==> config.mk <==
export PLATFORM = sky130hd
export DESIGN_NAME = sar_serial_seq
export DESIGN_NICKNAME = d
export VERILOG_FILES = /design/src/rtl/sar_seq_pkg.sv /design/src/rtl/sar_seq_ctrl.sv /design/src/rtl/sar_trial_reg.sv /design/src/rtl/sar_out_stage.sv /design/src/rtl/sar_serial_seq.sv
export SDC_FILE = /design/constraint.sdc
export NUM_CORES = 1
export LEC_CHECK = 0
export BUFFER_PORTS_ARGS = -buffer_cell sky130_fd_sc_hd__buf_2
export CAP_MARGIN = 40
export CORE_ASPECT_RATIO = 1.2
export CORE_MARGIN = 2
export CORE_UTILIZATION = 58
export DETAILED_ROUTE_END_ITERATION = 7
export GPL_TIMING_DRIVEN = 0
export PLACE_DENSITY = 0.79
export SLEW_MARGIN = 0
export SYNTH_ARGS = -nofsm -noshare
export SYNTH_HDL_FRONTEND = slang
export SYNTH_HIERARCHICAL = 1
export SYNTH_SLANG_ARGS = --single-unit
==> constraint.sdc <==
create_clock -name clk -period 2.2 [get_ports clk]
set_input_delay 0.66 -clock clk [delete_from_list [all_inputs] [get_ports clk]]
set_output_delay 0.66 -clock clk [all_outputs]
set_load 0.005 [all_outputs]
==> src/rtl/sar_seq_pkg.sv <==
package sar_seq_pkg;

   // Sequencer phases; ST_LOCK waits for the select line to go high
   typedef enum logic [2:0] {
      ST_LOCK = 3'd0,
      ST_IDLE = 3'd1,
      ST_SAMP = 3'd2,
      ST_NULL = 3'd3,
      ST_CONV = 3'd4,
      ST_RPLY = 3'd5,
      ST_DONE = 3'd6
   } seq_st_e;

endpackage

==> src/rtl/sar_seq_ctrl.sv <==
module sar_seq_ctrl
   import sar_seq_pkg::*;
#(
   parameter  int RES_BITS     = 12,
   parameter  int SAMPLE_EDGES = 2,
   localparam int IW           = $clog2(RES_BITS + 1),
   localparam int CW           = $clog2(SAMPLE_EDGES + 1)
) (
   input  logic          clk,
   input  logic          rst_n,
   input  logic          cs_n,
   input  logic          dclk,
   output seq_st_e       state,
   output logic [IW-1:0] idx,
   output logic          ev_arm,
   output logic          ev_dec,
   output logic          ev_rep,
   output logic          ev_clr
);

   logic          dclk_q;
   logic          dfall;
   logic [CW-1:0] scnt;

   always_ff @(posedge clk or negedge rst_n) begin
      if (!rst_n) dclk_q <= 1'b0;
      else        dclk_q <= dclk;
   end

   assign dfall  = dclk_q & ~dclk;

   assign ev_clr = cs_n;
   assign ev_arm = !cs_n && dfall && (state == ST_SAMP) &&
                   (scnt == CW'(SAMPLE_EDGES - 1));
   assign ev_dec = !cs_n && dfall &&
                   ((state == ST_NULL) || (state == ST_CONV));
   assign ev_rep = !cs_n && dfall && (state == ST_RPLY) &&
                   (idx != IW'(RES_BITS));

   always_ff @(posedge clk or negedge rst_n) begin
      if (!rst_n) begin
         state <= ST_LOCK;
         idx   <= '0;
         scnt  <= '0;
      end else if (cs_n) begin
         state <= ST_IDLE;
         idx   <= '0;
         scnt  <= '0;
      end else begin
         case (state)
            ST_LOCK: state <= ST_LOCK;
            ST_IDLE: begin
               state <= ST_SAMP;
               scnt  <= '0;
            end
            ST_SAMP: begin
               if (ev_arm) begin
                  state <= ST_NULL;
                  idx   <= IW'(RES_BITS - 1);
               end else if (dfall) begin
                  scnt  <= scnt + 1'b1;
               end
            end
            ST_NULL, ST_CONV: begin
               if (ev_dec) begin
                  if (idx == '0) begin
                     state <= ST_RPLY;
                     idx   <= IW'(1);
                  end else begin
                     state <= ST_CONV;
                     idx   <= idx - 1'b1;
                  end
               end
            end
            ST_RPLY: begin
               if (ev_rep)     idx   <= idx + 1'b1;
               else if (dfall) state <= ST_DONE;
            end
            ST_DONE: state <= ST_DONE;
            default: state <= ST_LOCK;
         endcase
      end
   end

endmodule

==> src/rtl/sar_trial_reg.sv <==
module sar_trial_reg #(
   parameter  int RES_BITS = 12,
   localparam int IW       = $clog2(RES_BITS + 1)
) (
   input  logic                clk,
   input  logic                rst_n,
   input  logic                ev_arm,
   input  logic                ev_dec,
   input  logic                ev_rep,
   input  logic                ev_clr,
   input  logic [IW-1:0]       idx,
   input  logic                cmp_keep,
   output logic [RES_BITS-1:0] trial,
   output logic                bit_q
);

   logic rep_bit;

   // One approximation flop per result bit
   for (genvar b = 0; b < RES_BITS; b++) begin : g_bit
      logic t_q;
      always_ff @(posedge clk or negedge rst_n) begin
         if (!rst_n)                        t_q <= 1'b0;
         else if (ev_clr)                   t_q <= 1'b0;
         else if (ev_arm)                   t_q <= (b == RES_BITS - 1);
         else if (ev_dec && idx == IW'(b))  t_q <= cmp_keep;
         else if (ev_dec && idx == IW'(b + 1)) t_q <= 1'b1;
      end
      assign trial[b] = t_q;
   end

   // Replay selects a decided bit by index
   always_comb begin
      rep_bit = 1'b0;
      for (int i = 0; i < RES_BITS; i++) begin
         if (idx == IW'(i)) rep_bit = trial[i];
      end
   end

   always_ff @(posedge clk or negedge rst_n) begin
      if (!rst_n)               bit_q <= 1'b0;
      else if (ev_clr || ev_arm) bit_q <= 1'b0;
      else if (ev_dec)          bit_q <= cmp_keep;
      else if (ev_rep)          bit_q <= rep_bit;
   end

endmodule

==> src/rtl/sar_out_stage.sv <==
module sar_out_stage
   import sar_seq_pkg::*;
#(
   parameter bit PARK_LOW = 1'b1
) (
   input  seq_st_e state,
   input  logic    bit_q,
   output logic    sdo,
   output logic    sdo_en,
   output logic    analog_idle,
   output logic    full_pd
);

   assign sdo_en = (state == ST_NULL) || (state == ST_CONV) ||
                   (state == ST_RPLY);

   if (PARK_LOW) begin : g_park_low
      assign sdo = sdo_en & bit_q;
   end else begin : g_park_hold
      assign sdo = bit_q;
   end

   assign analog_idle = (state == ST_LOCK) || (state == ST_IDLE) ||
                        (state == ST_RPLY) || (state == ST_DONE);
   assign full_pd     = (state == ST_IDLE);

endmodule

==> src/rtl/sar_serial_seq.sv <==
module sar_serial_seq
   import sar_seq_pkg::*;
#(
   parameter int RES_BITS     = 12,
   parameter int SAMPLE_EDGES = 2,
   parameter bit PARK_LOW     = 1'b1
) (
   input  logic                clk,
   input  logic                rst_n,
   input  logic                cs_n,
   input  logic                dclk,
   input  logic                cmp_keep,
   output logic                sdo,
   output logic                sdo_en,
   output logic [RES_BITS-1:0] trial,
   output logic                analog_idle,
   output logic                full_pd
);

   localparam int IW = $clog2(RES_BITS + 1);

   if (RES_BITS < 2) begin : g_bad_res
      $error("sar_serial_seq: RES_BITS must be at least 2");
   end
   if (SAMPLE_EDGES < 1) begin : g_bad_samp
      $error("sar_serial_seq: SAMPLE_EDGES must be at least 1");
   end

   seq_st_e       state;
   logic [IW-1:0] idx;
   logic          ev_arm, ev_dec, ev_rep, ev_clr;
   logic          bit_q;

   sar_seq_ctrl #(
      .RES_BITS     (RES_BITS),
      .SAMPLE_EDGES (SAMPLE_EDGES)
   ) u_ctrl (
      .clk    (clk),
      .rst_n  (rst_n),
      .cs_n   (cs_n),
      .dclk   (dclk),
      .state  (state),
      .idx    (idx),
      .ev_arm (ev_arm),
      .ev_dec (ev_dec),
      .ev_rep (ev_rep),
      .ev_clr (ev_clr)
   );

   sar_trial_reg #(
      .RES_BITS (RES_BITS)
   ) u_trial (
      .clk      (clk),
      .rst_n    (rst_n),
      .ev_arm   (ev_arm),
      .ev_dec   (ev_dec),
      .ev_rep   (ev_rep),
      .ev_clr   (ev_clr),
      .idx      (idx),
      .cmp_keep (cmp_keep),
      .trial    (trial),
      .bit_q    (bit_q)
   );

   sar_out_stage #(
      .PARK_LOW (PARK_LOW)
   ) u_out (
      .state       (state),
      .bit_q       (bit_q),
      .sdo         (sdo),
      .sdo_en      (sdo_en),
      .analog_idle (analog_idle),
      .full_pd     (full_pd)
   );

endmodule

-- Yosys cells after proc, flatten, opt, wreduce, memory -nomap -nowiden
Index checks and enable logic that the tools add are counted.
- multiply operators: 0
- mux-type cells: 80
- $add $sub $neg: 3
- bitwise logic cells: 3
- equal/unequal tests: 27
- shift operators: 0
- div/mod/pow operators: 0
- reduce and logical (&&, ||, !) cells: 47
- order comparisons: 0
- operators with widths (cell ; count):
    $mux W1 ; 64
    $reduce_bool A4 Y1 ; 13
    $eq A4 B4 Y1 const B ; 5
    $mux W4 ; 5
    $logic_and A1 B1 Y1 ; 19
    $eq A4 B3 Y1 const B ; 4
    $mux W3 ; 5
    $pmux W3 S5 ; 1
    $ne A3 B2 Y1 const B ; 4
    $pmux W4 S3 ; 1
    $eq A3 B3 Y1 const B ; 3
    $ne A3 B3 Y1 const B ; 3
    $eq A4 B2 Y1 const B ; 2
    $reduce_and A4 Y1 ; 2
    $eq A3 B2 Y1 const B ; 2
    $logic_or A1 B1 Y1 ; 6
    $mux W2 ; 3
    $reduce_bool A3 Y1 ; 2
    $add A4 B1 Y4 const B ; 1
    $eq A4 B1 Y1 const B ; 1
    $logic_not A4 Y1 ; 1
    $ne A4 B4 Y1 const B ; 1
    $pmux W2 S2 ; 1
    $sub A4 B1 Y4 const B ; 1
    other kinds (9) ; 10
- memories kept: 0
- ROM bits: 0
- bits in registers: 23
- word-level logic and storage cells: 177
- latch bits: 0
- RAM bits: 0
- output and inout port bits: 16
- input port bits: 5

-- Longest topological paths before layout
Gate-level depths: netlist (run 1).
- depth after elaboration: 16
- depth in mapped cells: 11

-- By module
The synthesis (run 1) kept the hierarchy.
- modules (own cells, without submodules) (module ; area an instance (µm²) ; instances ; cells each):
    sar_trial_reg ; 982.2 ; 1 ; 117
    sar_seq_ctrl ; 822.0 ; 1 ; 102
    sar_out_stage ; 50.0 ; 1 ; 7

-- Worst setup path after synthesis (run 1)
Ideal clock, no wire load.
- path type: register to register
- from: register u_ctrl.state[2]
- to: register u_trial.g_bit[3].t_q
- period minus slack after synthesis: 1.976 ns
- setup slack: 0.224 ns
- buffers on the path: 2
- required time: 2.063 ns
- cell stages (with the launch flop): 11
- arrival time: 1.839 ns
- cells stage by stage: dfrtp_1 nand2b_1 nor2_1 nor2_1 nor3_1 buf_2 and2_1 buf_2 nand2_1 a32oi_1 a21oi_1
- longest elaborated chain between the ends: 7
- elaborated cells between the ends (all ways): 13
- ends and longest elaborated chain (item ; line ; text):
    from (decl) ; sar_seq_ctrl.sv:13 ; output seq_st_e state,
    from (signal assigned) ; sar_seq_ctrl.sv:42 ; state <= ST_LOCK;
    from (signal assigned) ; sar_seq_ctrl.sv:46 ; state <= ST_IDLE;
    from (signal assigned) ; sar_seq_ctrl.sv:51 ; ST_LOCK: state <= ST_LOCK;
    $eq A3 B2 Y1 / $eq A3 B3 Y1 (equally long branches) ; sar_seq_ctrl.sv:36 ; ((state == ST_NULL) || (state == ST_CONV));
    $logic_or A1 B1 Y1 (*) ; sar_seq_ctrl.sv:36 ;
    $logic_and A1 B1 Y1 (*) ; sar_seq_ctrl.sv:35 ; assign ev_dec = !cs_n && dfall &&
    via ev_dec ; sar_serial_seq.sv:31 ; logic ev_arm, ev_dec, ev_rep, ev_clr;
    $logic_and A1 B1 Y1 ; sar_trial_reg.sv:26 ; else if (ev_dec && idx == IW'(b)) t_q <= cmp_keep;
    $mux W1 ; sar_trial_reg.sv:26 ;
    $mux W1 ; sar_trial_reg.sv:25 ; else if (ev_arm) t_q <= (b == RES_BITS - 1);
    $mux W1 ; sar_trial_reg.sv:24 ; else if (ev_clr) t_q <= 1'b0;
    to (signal assigned) ; sar_trial_reg.sv:25 ;
    to (signal assigned) ; sar_trial_reg.sv:26 ;
    to (decl) ; sar_trial_reg.sv:21 ; logic t_q;
The timed path passes the listed nets; every way through them passes the cells marked *.
A chain may end at the register's enable or synchronous reset.

-- Final worst setup path (run 1)
- from: register u_ctrl.state[1]
- to: register u_trial.g_bit[3].t_q
Same word-level chain as after synthesis.

==> impl_metrics.toml, run 1 <==
[clocking]
root_buffer = "clkbuf_4"
cts_tree = "done"
cts-htree-levels = 1
clockBufferDepth = 2
clk_pin_slew_ns = 0.13
ctsHoldBuffers = 0
clock_latency_ns = 0.31
clkSinkCount = 23
cts_made_buffers = 3

[timing]
setup_slack_ns = 0.1345
fin_skew_ns = 0.005922
worst_slew_pin_slew_ns = 0.5291
rsz0062_at_grt = "yes"
fin_crit_sh = 0.9388
max_freq_mhz = 484.2
setup-violations-final = 0
slew_violations = 0
hold_viol = 0
max-slew-margin-rel = 0.6472
period_minus_slack_ns = 2.065

[route]
finalWirelength_mm = 4.262
drt-wirelength-per-cell_um = 14.55
first_pass_iters = 4
vias_per_cell = 5.908
dr.first_iter.drc_count = 64
route.detailed.drc = 0
vias = 1731
postRouteAntennaNets = 0

[synthesis]
synth_fp_nets = 235
ys_ff_latch = 23
seq_area_frac_synth = 0.3104
synth.distinct_cells = 53
yosysWarnings = 6
synthesis.area_mm2 = 0.001854
synth_edf_count = 0
async_flop_share = 1.000
avgSynthCellArea_um2 = 8.205
ys.flop_type = "dfrtp_1"
synthCells = 226

[place]
placed_cells = 282
place_ws_ns = -0.1565
portBuffers = 20
hpwl_mm = 2.918
gp_congestion = 0.8119

[die]
die_h_um = 65.94
start_util = 0.6069
die_area_mm2 = 0.003667
num_rows = 22
fp.coreArea_mm2 = 0.003055
ios = 21
die_width_um = 55.62

[critical_path]
timing.rr.end = "u_trial/g_bit[3].t_q"
crit_path_start_kind = "flop"
crit_family = "simple AND/OR/NAND/NOR gates"
worstPathRequired_ns = 2.44
crit_slowest_cell = "dfrtp_2"
cp_max_fo = 9
crit_buf_inv = 3
regToRegSetupSlack_ns = 0.13
r2r_start = "u_ctrl/state[1]"
crit_arrival_ns = 2.30
crit_chain = "nand2b_1 -> buf_6 -> nor2_4 -> nor2_1 -> nor3_1 -> buf_4 -> and2_1 -> clkbuf_4 -> nor2b_1 -> o21ai_0 -> a21oi_1"
max_stage_delay_ns = 0.48
critPathKind = "flop to flop"
end_kind = "flop"
reg2reg_depth = 11

[worst_hold_path]
min_path_type = "input port to async pin"

[global_routing]
grt_first_pass_wirelength_mm = 6.679
grt_pass1_vias = 1501
overflow = 0
grt_usage = 0.2253
antenna_found_initial = 0
grt_max_degree = 24

[run_status]
status = "finished, final reports clean"

[power_and_ir_drop]
p_total_uw = 991.6
p_leak_nw = 0.8965
pwr-share-seq = 0.470
intPower_uw = 649.6
power_switching_uw = 342.0
ir_drop_v = 0.0004384
powerDensity_mw_per_mm2 = 472.0
netSwitchingFraction = 0.3449
clock_power_share = 0.202
p_comb_frac = 0.328

[final_layout]
area_growth_pct = 13.29
drive_above_1_share = 0.2607
final_cells = 293
final_util = 0.6876
n_antenna_cell = 0
nets = 267

[flow_run]
drv_cap = 0
==> synthesized netlist by cell type, types with 2 or more instances <==
master     count  area share
a211oi_1       4       0.016
a21boi_0       2      0.0081
a21oi_1       21       0.057
a22o_1         2      0.0094
a311oi_1       8       0.038
a31oi_1        4       0.013
and2_1         5       0.017
buf_2          6       0.016
buf_4         15       0.061
buf_6          2       0.012
clkbuf_1       4      0.0081
dfrtp_1       23        0.31
ha_1           4       0.027
inv_1         11       0.022
mux2i_1        5       0.027
nand2_1       17       0.034
nand2b_1       4       0.013
nor2_1        19       0.038
nor2b_1        5       0.017
nor2b_2        2      0.0094
nor3_1         5       0.013
nor3b_1        3       0.012
o211ai_1       3       0.012
o21ai_0       19       0.051
o2bb2ai_1      2      0.0094
o31a_1         2      0.0094
or3b_1         2      0.0094
or4_1          2      0.0081
==> worst max-delay path by stage <==
| stage | startpoint | to | cells after the start |
|---|---|---|---|
| floorplan | u_ctrl/state[2] | u_trial/g_bit[3].t_q | 10 |
| global placement | u_ctrl/state[2] | u_trial/g_bit[3].t_q | 10 |
| detailed placement | u_ctrl/state[2] | u_trial/g_bit[3].t_q | 10 |
| CTS | u_ctrl/state[2] | u_trial/g_bit[3].t_q | 10 |
| global route | u_ctrl/state[1] | u_trial/g_bit[3].t_q | 11 |
| finish | u_ctrl/state[1] | u_trial/g_bit[3].t_q | 11 |
==> placed cells by master (no fill, tap or decap), drive strengths merged, types with 2 or more instances in the layout <==
master   instances
nor2            20
nand2           17
a211oi           4
dfrtp           23
a311oi           8
nor3             5
nand2b           4
o21ai           20
nor3b            3
mux2i            5
a21oi           21
inv             11
or3b             2
ha               4
a21boi           3
a31oi            4
o211ai           3
or4              2
clkbuf          10
o31a             3
and2b            2
and2             5
nor2b            7
a22o             2
buf             49
o2bb2ai          2
==> metal layers <==
layer,global-route usage,up-vias,part of all wire
li1,-,866,-
met1,0.2704,816,0.45
met2,0.4167,43,0.51
met3,0.01957,6,0.031
met4,0.08537,0,0.011
met5,0,-,0
==> final cells by class <==
| class | count | area, um^2 |
|---|---|---|
| fill | 284 | 954.7 |
| sequential | 23 | 580.6 |
| multi-input combinational | 164 | 1052 |
| inverter | 11 | 41.29 |
| buffer | 28 | 202.7 |
| tap | 36 | 45.04 |
| timing repair buffer | 27 | 152.6 |
| clock buffer | 4 | 26.28 |
==> repair_timing <==
item	in CTS	in global routing
setup buffers	0	7
setup endpoints to repair	10	11
pin swaps	0	0
gates resized for setup	4	7
==> power groups by stage <==
stage / combinational [mW] / sequential, mW / clock (mW)
CTS: 0.288 / 0.468 / 0.215
finish: 0.326 / 0.466 / 0.200
floorplan: 0.212 / 0.467 / 0
detailed placement: 0.281 / 0.475 / 0
global placement: 0.278 / 0.475 / 0
global route: 0.357 / 0.470 / 0.229
==> metrics by stage <==
step                area, um^2  hold slack [ns]   TNS, ns
floorplan                 1854           0.3644         0
global placement          1999           0.5236   -0.6997
detailed placement        1999           0.5201   -0.9994
CTS                       2037           0.3072         0
global route              2101           0.3493  -0.02243
finish                    2101           0.3083         0
==> flip-flops by register name (all words and copies together) (netlist names) <==
name and count:
u_trial/g_bit.t_q 12, u_ctrl/scnt 2, u_ctrl/state 3, u_ctrl/dclk_q 1, u_trial/bit_q 1, u_ctrl/idx 4
==> cell families (layout without fill, tap and decap cells) <==
family          Yosys count  after routing  synth area share
compound gates           79             79            0.2834
fa+ha+maj                 4              4           0.02699
mux                       5              5           0.02699
buf+inv                  39             70            0.1275
simple gates             75             75            0.2200
flops                    23             23            0.3104
xor+xnor                  1              1          0.004724
Note: power is estimated with default switching activity, not from simulation.
==> run 2, diff against run 1 <==
--- a/config.mk
+++ b/config.mk
@@ -9,10 +9,11 @@
 export CAP_MARGIN = 40
 export CORE_ASPECT_RATIO = 1.2
 export CORE_MARGIN = 2
-export CORE_UTILIZATION = 58
+export CORE_UTILIZATION = 55
 export DETAILED_ROUTE_END_ITERATION = 7
 export GPL_TIMING_DRIVEN = 0
-export PLACE_DENSITY = 0.79
+export PLACE_DENSITY = 0.76
+export RECOVER_POWER = 25
 export SLEW_MARGIN = 0
 export SYNTH_ARGS = -nofsm -noshare
 export SYNTH_HDL_FRONTEND = slang
==> run 2 against run 1 <==
Against the previous run:
- total power up 8.0%
- non-clock buffer count up 2
- clock skew is 0.0035 ns lower
- sequential power about the same
- wire length is 1.3% higher
- via count up 2.3%
- setup slack lost 0.027 ns
==> impl_metrics.toml, run 2 (synthesis results as in run 1) <==
[route]
first_pass_iters = 4
route.detailed.drc = 0
finalWirelength_mm = 4.319
drt-wirelength-per-cell_um = 14.59
dr.first_iter.drc_count = 82
vias_per_cell = 5.983
postRouteAntennaNets = 0
vias = 1771

[global_routing]
grt_usage = 0.2197
overflow = 0
grt_max_degree = 24
antenna_found_initial = 0
grt_pass1_vias = 1483
grt_first_pass_wirelength_mm = 6.624

[run_status]
status = "finished, final reports clean"

[final_layout]
drive_above_1_share = 0.2587
largest_register = "u_trial/g_bit.t_q"
final_util = 0.6533
largestRegisters = "u_trial/g_bit.t_q (12), u_ctrl/idx (4), u_ctrl/state (3)"
nets = 269
final_common_cell = "buf_4"
largest_reg_flops = 12
area_growth_pct = 15.59
n_antenna_cell = 0
design_area_mm2 = 0.002143
final_cell_mix = "24 x buf_4, 23 x buf_2, 21 x a21oi_1"

[die]
start_util = 0.5652
die_h_um = 67.61
ios = 21
die_area_mm2 = 0.003854
die_width_um = 57.01
fp.coreArea_mm2 = 0.003281
num_rows = 23

[critical_path]
crit_arrival_ns = 2.28
reg2reg_depth = 10
critPathKind = "flop to flop"
end_kind = "flop"
crit_path_start_kind = "flop"
cp_max_fo = 8
worstPathRequired_ns = 2.39

[power_and_ir_drop]
powerDensity_mw_per_mm2 = 499.9
p_total_mw = 1.071
ir_drop_v = 0.0004276
p_leak_nw = 0.9090

[place]
gp_congestion = 0.8808
portBuffers = 20
place_area_mm2 = 0.002001
hpwl_mm = 2.997

[clocking]
cts_tree = "done"
clkSinkCount = 23
cts_made_buffers = 3
clockBufferDepth = 2
root_buffer = "clkbuf_8"
ctsHoldBuffers = 0
clk_pin_slew_ns = 0.09
clock_latency_ns = 0.27
cts-htree-levels = 1

[timing]
slew_violations = 0
hold_viol = 0
timing.setup.tns_ns = 0
max-slew-margin-rel = 0.1304
fin_skew_ns = 0.002437
fin_crit_sh = 0.9513
max_freq_mhz = 477.8
worst_slew_pin_slew_ns = 1.304
setup-violations-final = 0
timing.hold.ws_ns = 0.5217
period_minus_slack_ns = 2.093

[worst_hold_path]
min_path_cells = 1
min_path_type = "input port to flop"

[flow_run]
drv_cap = 0
run 2: final timing paths:
| path | slack [ns] | to | from |
|---|---|---|---|
| worst min-delay path | 0.52 | u_ctrl/dclk_q | dclk |
| worst min register to register | 0.53 | u_trial/bit_q | u_trial/bit_q |
| worst max register to register | 0.11 | u_trial/g_bit[3].t_q | u_ctrl/state[2] |
| worst max-delay path | 0.11 | u_trial/g_bit[3].t_q | u_ctrl/state[2] |
| min in group asynchronous | 0.66 | u_trial/g_bit[10].t_q | rst_n |
| max in group asynchronous | 0.69 | u_ctrl/state[0] | rst_n |
run 2: final cells by class:
type,count,area [um^2]
plain buffers,28,197.7
clock buffers,4,45.04
fillers,302,1137
inverters,11,45.04
multi-input cells,164,1052
flip-flops and latches,23,579.3
well taps,37,46.29
repair buffers,29,177.7
run 2: what timing repair did:
item / CTS / global route
endpoints found under the hold margin: 0 / 0
pin swaps: 0 / 1
buffers inserted: 0 / 9
setup endpoints to repair: 10 / 9
resized for setup: 5 / 4
run 2: power breakdown:
| part | total, mW | switching [mW] | internal (mW) |
|---|---|---|---|
| Clock | 0.272 | 0.143 | 0.129 |
| Sequential | 0.463 | 0.0252 | 0.438 |
| Combinational | 0.336 | 0.187 | 0.148 |
run 2: routing by layer:
metal  track usage  wire length [um]  share of wire
met3       0.02299               175          0.041
met4       0.08721                37         0.0086
met1        0.2655              1877           0.43
met5             0                 0              0
met2        0.3994              2229           0.52
run 2: stage by stage:
| stage | std cells | setup slack [ns] |
|---|---|---|
| floorplan | 226 | 0.2243 |
| global route | 296 | -0.04191 |
| detailed placement | 283 | -0.1774 |
| global placement | 283 | -0.1755 |
| finish | 296 | 0.1072 |
| CTS | 287 | 0.01533 |
run 2: worst max-delay path, stage by stage, from the launching register on:
cell and delay, ns:
dfrtp_2 0.46, nand2b_2 0.26, nor2_4 0.18, nor2_1 0.08
nor3_1 0.14, buf_4 0.19, and2_1 0.13, buf_2 0.19
nor2b_1 0.14, o21ai_0 0.08, a21oi_1 0.16
==> run 3, diff against run 2 <==
--- a/config.mk
+++ b/config.mk
@@ -8,11 +8,11 @@
 export BUFFER_PORTS_ARGS = -buffer_cell sky130_fd_sc_hd__buf_2
 export CAP_MARGIN = 40
 export CORE_ASPECT_RATIO = 1.2
-export CORE_MARGIN = 2
+export CORE_MARGIN = 4
 export CORE_UTILIZATION = 55
 export DETAILED_ROUTE_END_ITERATION = 7
 export GPL_TIMING_DRIVEN = 0
-export PLACE_DENSITY = 0.76
+export PLACE_DENSITY = 0.87
 export RECOVER_POWER = 25
 export SLEW_MARGIN = 0
 export SYNTH_ARGS = -nofsm -noshare
==> run 3 against run 2 <==
Against the previous run:
- largest power group unchanged
- global-route usage is 1.7 points lower
- via count is 3.1% higher
- register-to-register slack gained 0.03 ns
- flip-flop and latch count is the same
- largest cell class unchanged
- highest routed layer unchanged
- wire length is 1.6% higher
- clock skew grew 0.0053 ns
- sequential share of layout area increased by 0.30 points
==> impl_metrics.toml, run 3 (synthesis results as in run 1) <==
[clocking]
cts-htree-levels = 1
cts_made_buffers = 3
ctsHoldBuffers = 0
root_buffer = "clkbuf_4"
clk_pin_slew_ns = 0.13
clockBufferDepth = 2
clkSinkCount = 23
cts_tree = "done"
clock_latency_ns = 0.31

[route]
vias_per_cell = 6.211
drt-wirelength-per-cell_um = 14.93
vias = 1826
first_pass_iters = 4
finalWirelength_mm = 4.388
wl_met2_mm = 2.182
dr.first_iter.drc_count = 124
wl_met1_mm = 1.836
top_layer_used = "met4"
postRouteAntennaNets = 0
route.detailed.drc = 0
dr_wl_met3_um = 262

[final_layout]
n_antenna_cell = 0
area_growth_pct = 14.58
final_cell_mix = "23 x buf_4, 22 x buf_2, 21 x a21oi_1"
final_common_cell = "buf_4"
largest_register = "u_trial/g_bit.t_q"
largestRegisters = "u_trial/g_bit.t_q (12), u_ctrl/idx (4), u_ctrl/state (3)"
drive_above_1_share = 0.2713
final_util = 0.6770
design_area_mm2 = 0.002125
largest_reg_flops = 12
final-seq-area_um2 = 580.6
fillers = 269
multi_input_comb_area_mm2 = 0.001066
nets = 268

[global_routing]
antenna_found_initial = 0
grt_max_degree = 24
grt_first_pass_wirelength_mm = 7.010
grt_pass1_vias = 1647
grt_usage = 0.2028
overflow = 0

[power_and_ir_drop]
p_leak_nw = 0.8900
powerDensity_mw_per_mm2 = 469.7
ir_drop_v = 0.0004012

[critical_path]
crit_slowest_cell = "dfrtp_2"
crit_arrival_ns = 2.29
max_stage_delay_ns = 0.46
worstPathRequired_ns = 2.42
crit_path_start_kind = "flop"
crit_chain = "buf_4 -> buf_4 -> nor2b_1 -> and4_1 -> or2_2 -> clkbuf_1 -> a311oi_2"
critPathKind = "flop to flop"
cp_max_fo = 10
crit_family = "simple AND/OR/NAND/NOR gates"
crit_buf_inv = 3
end_kind = "flop"
crit_top_cell = "buf_4"

[timing]
max-slew-margin-rel = 0.1377
setup_slack_ns = 0.1323
fin_crit_sh = 0.9399
timing.hold.ws_ns = 0.4720
max_freq_mhz = 483.6
fin_skew_ns = 0.007704
slew_violations = 0
worst_slew_pin_slew_ns = 1.294
setup-violations-final = 0
hold_viol = 0
period_minus_slack_ns = 2.068

[die]
die_width_um = 61.01
die_h_um = 71.61
ios = 21
num_rows = 22
fp.coreArea_mm2 = 0.003138
die_area_mm2 = 0.004368
start_util = 0.5909

[place]
portBuffers = 20
gp_congestion = 0.8590
place_ws_ns = -0.1432
hpwl_mm = 3.017
place_area_mm2 = 0.001999

[worst_hold_path]
min_path_type = "input port to flop"

[run_status]
status = "finished, final reports clean"

[flow_run]
drv_cap = 0
[run 3: cell count changes in the layout (fill, tap and decap cells not counted), sizes merged]
cell and delta:
clkdlybuf4s15 +1, buf -3, clkbuf +1
[run 3: what timing repair did]
| item | in CTS | in global routing |
|---|---|---|
| pin swaps | 0 | 2 |
| endpoints found under the setup margin | 10 | 11 |
| setup buffers | 0 | 7 |
| gates cloned | 0 | 1 |
| gates resized for setup | 4 | 10 |
[run 3: through the flow]
stage                     instances  power (mW)  setup TNS (ns)
after global placement          282      0.7506         -0.6174
after global routing            294       1.059        -0.08401
final                           294      0.9979               0
after CTS                       286      0.9686               0
after detailed placement        282      0.7573         -0.9009
after floorplan                 226      0.6791               0
[run 3: cell type report]
type / instances / area share
plain buffers: 28 / 0.09423
multi-input cells: 164 / 0.5018
repair buffers: 28 / 0.07597
inverters: 11 / 0.02120
flip-flops and latches: 23 / 0.2733
well taps: 36 / 0.02120
clock buffers: 4 / 0.01237
[run 3: report_power, final]
group	internal (mW)	switching, mW	leakage, nW
Clock	0.0707	0.130	0.0150
Combinational	0.141	0.193	0.567
Sequential	0.439	0.0247	0.308
Total	0.650	0.348	0.890
[run 3: final timing paths]
path                                 startpoint                    to  slack [ns]  cells past startpoint
max in group asynchronous                 rst_n       u_ctrl/state[0]        0.75                      1
worst max-delay path            u_ctrl/state[1]  u_trial/g_bit[6].t_q        0.13                      7
worst min-delay path                       dclk         u_ctrl/dclk_q        0.47                      1
min in group asynchronous                 rst_n  u_trial/g_bit[4].t_q        0.60                      1
worst max register to register  u_ctrl/state[1]  u_trial/g_bit[6].t_q        0.13                      7
worst min register to register    u_trial/bit_q         u_trial/bit_q        0.55                      2
[run 3: metal layers]
metal  global-route usage  vias up
li1                     -      872
met4               0.1181        0
met2               0.3270       70
met5                    0        -
met3              0.03243       12
met1               0.2483      872
[run 3: worst reg2reg max path: cells and delay by family, from the launching register on]
kind | cells | cell delay (ns)
flops | 1 | 0.46
buf+inv | 3 | 0.56
simple gates | 3 | 0.67
compound gates | 1 | 0.30
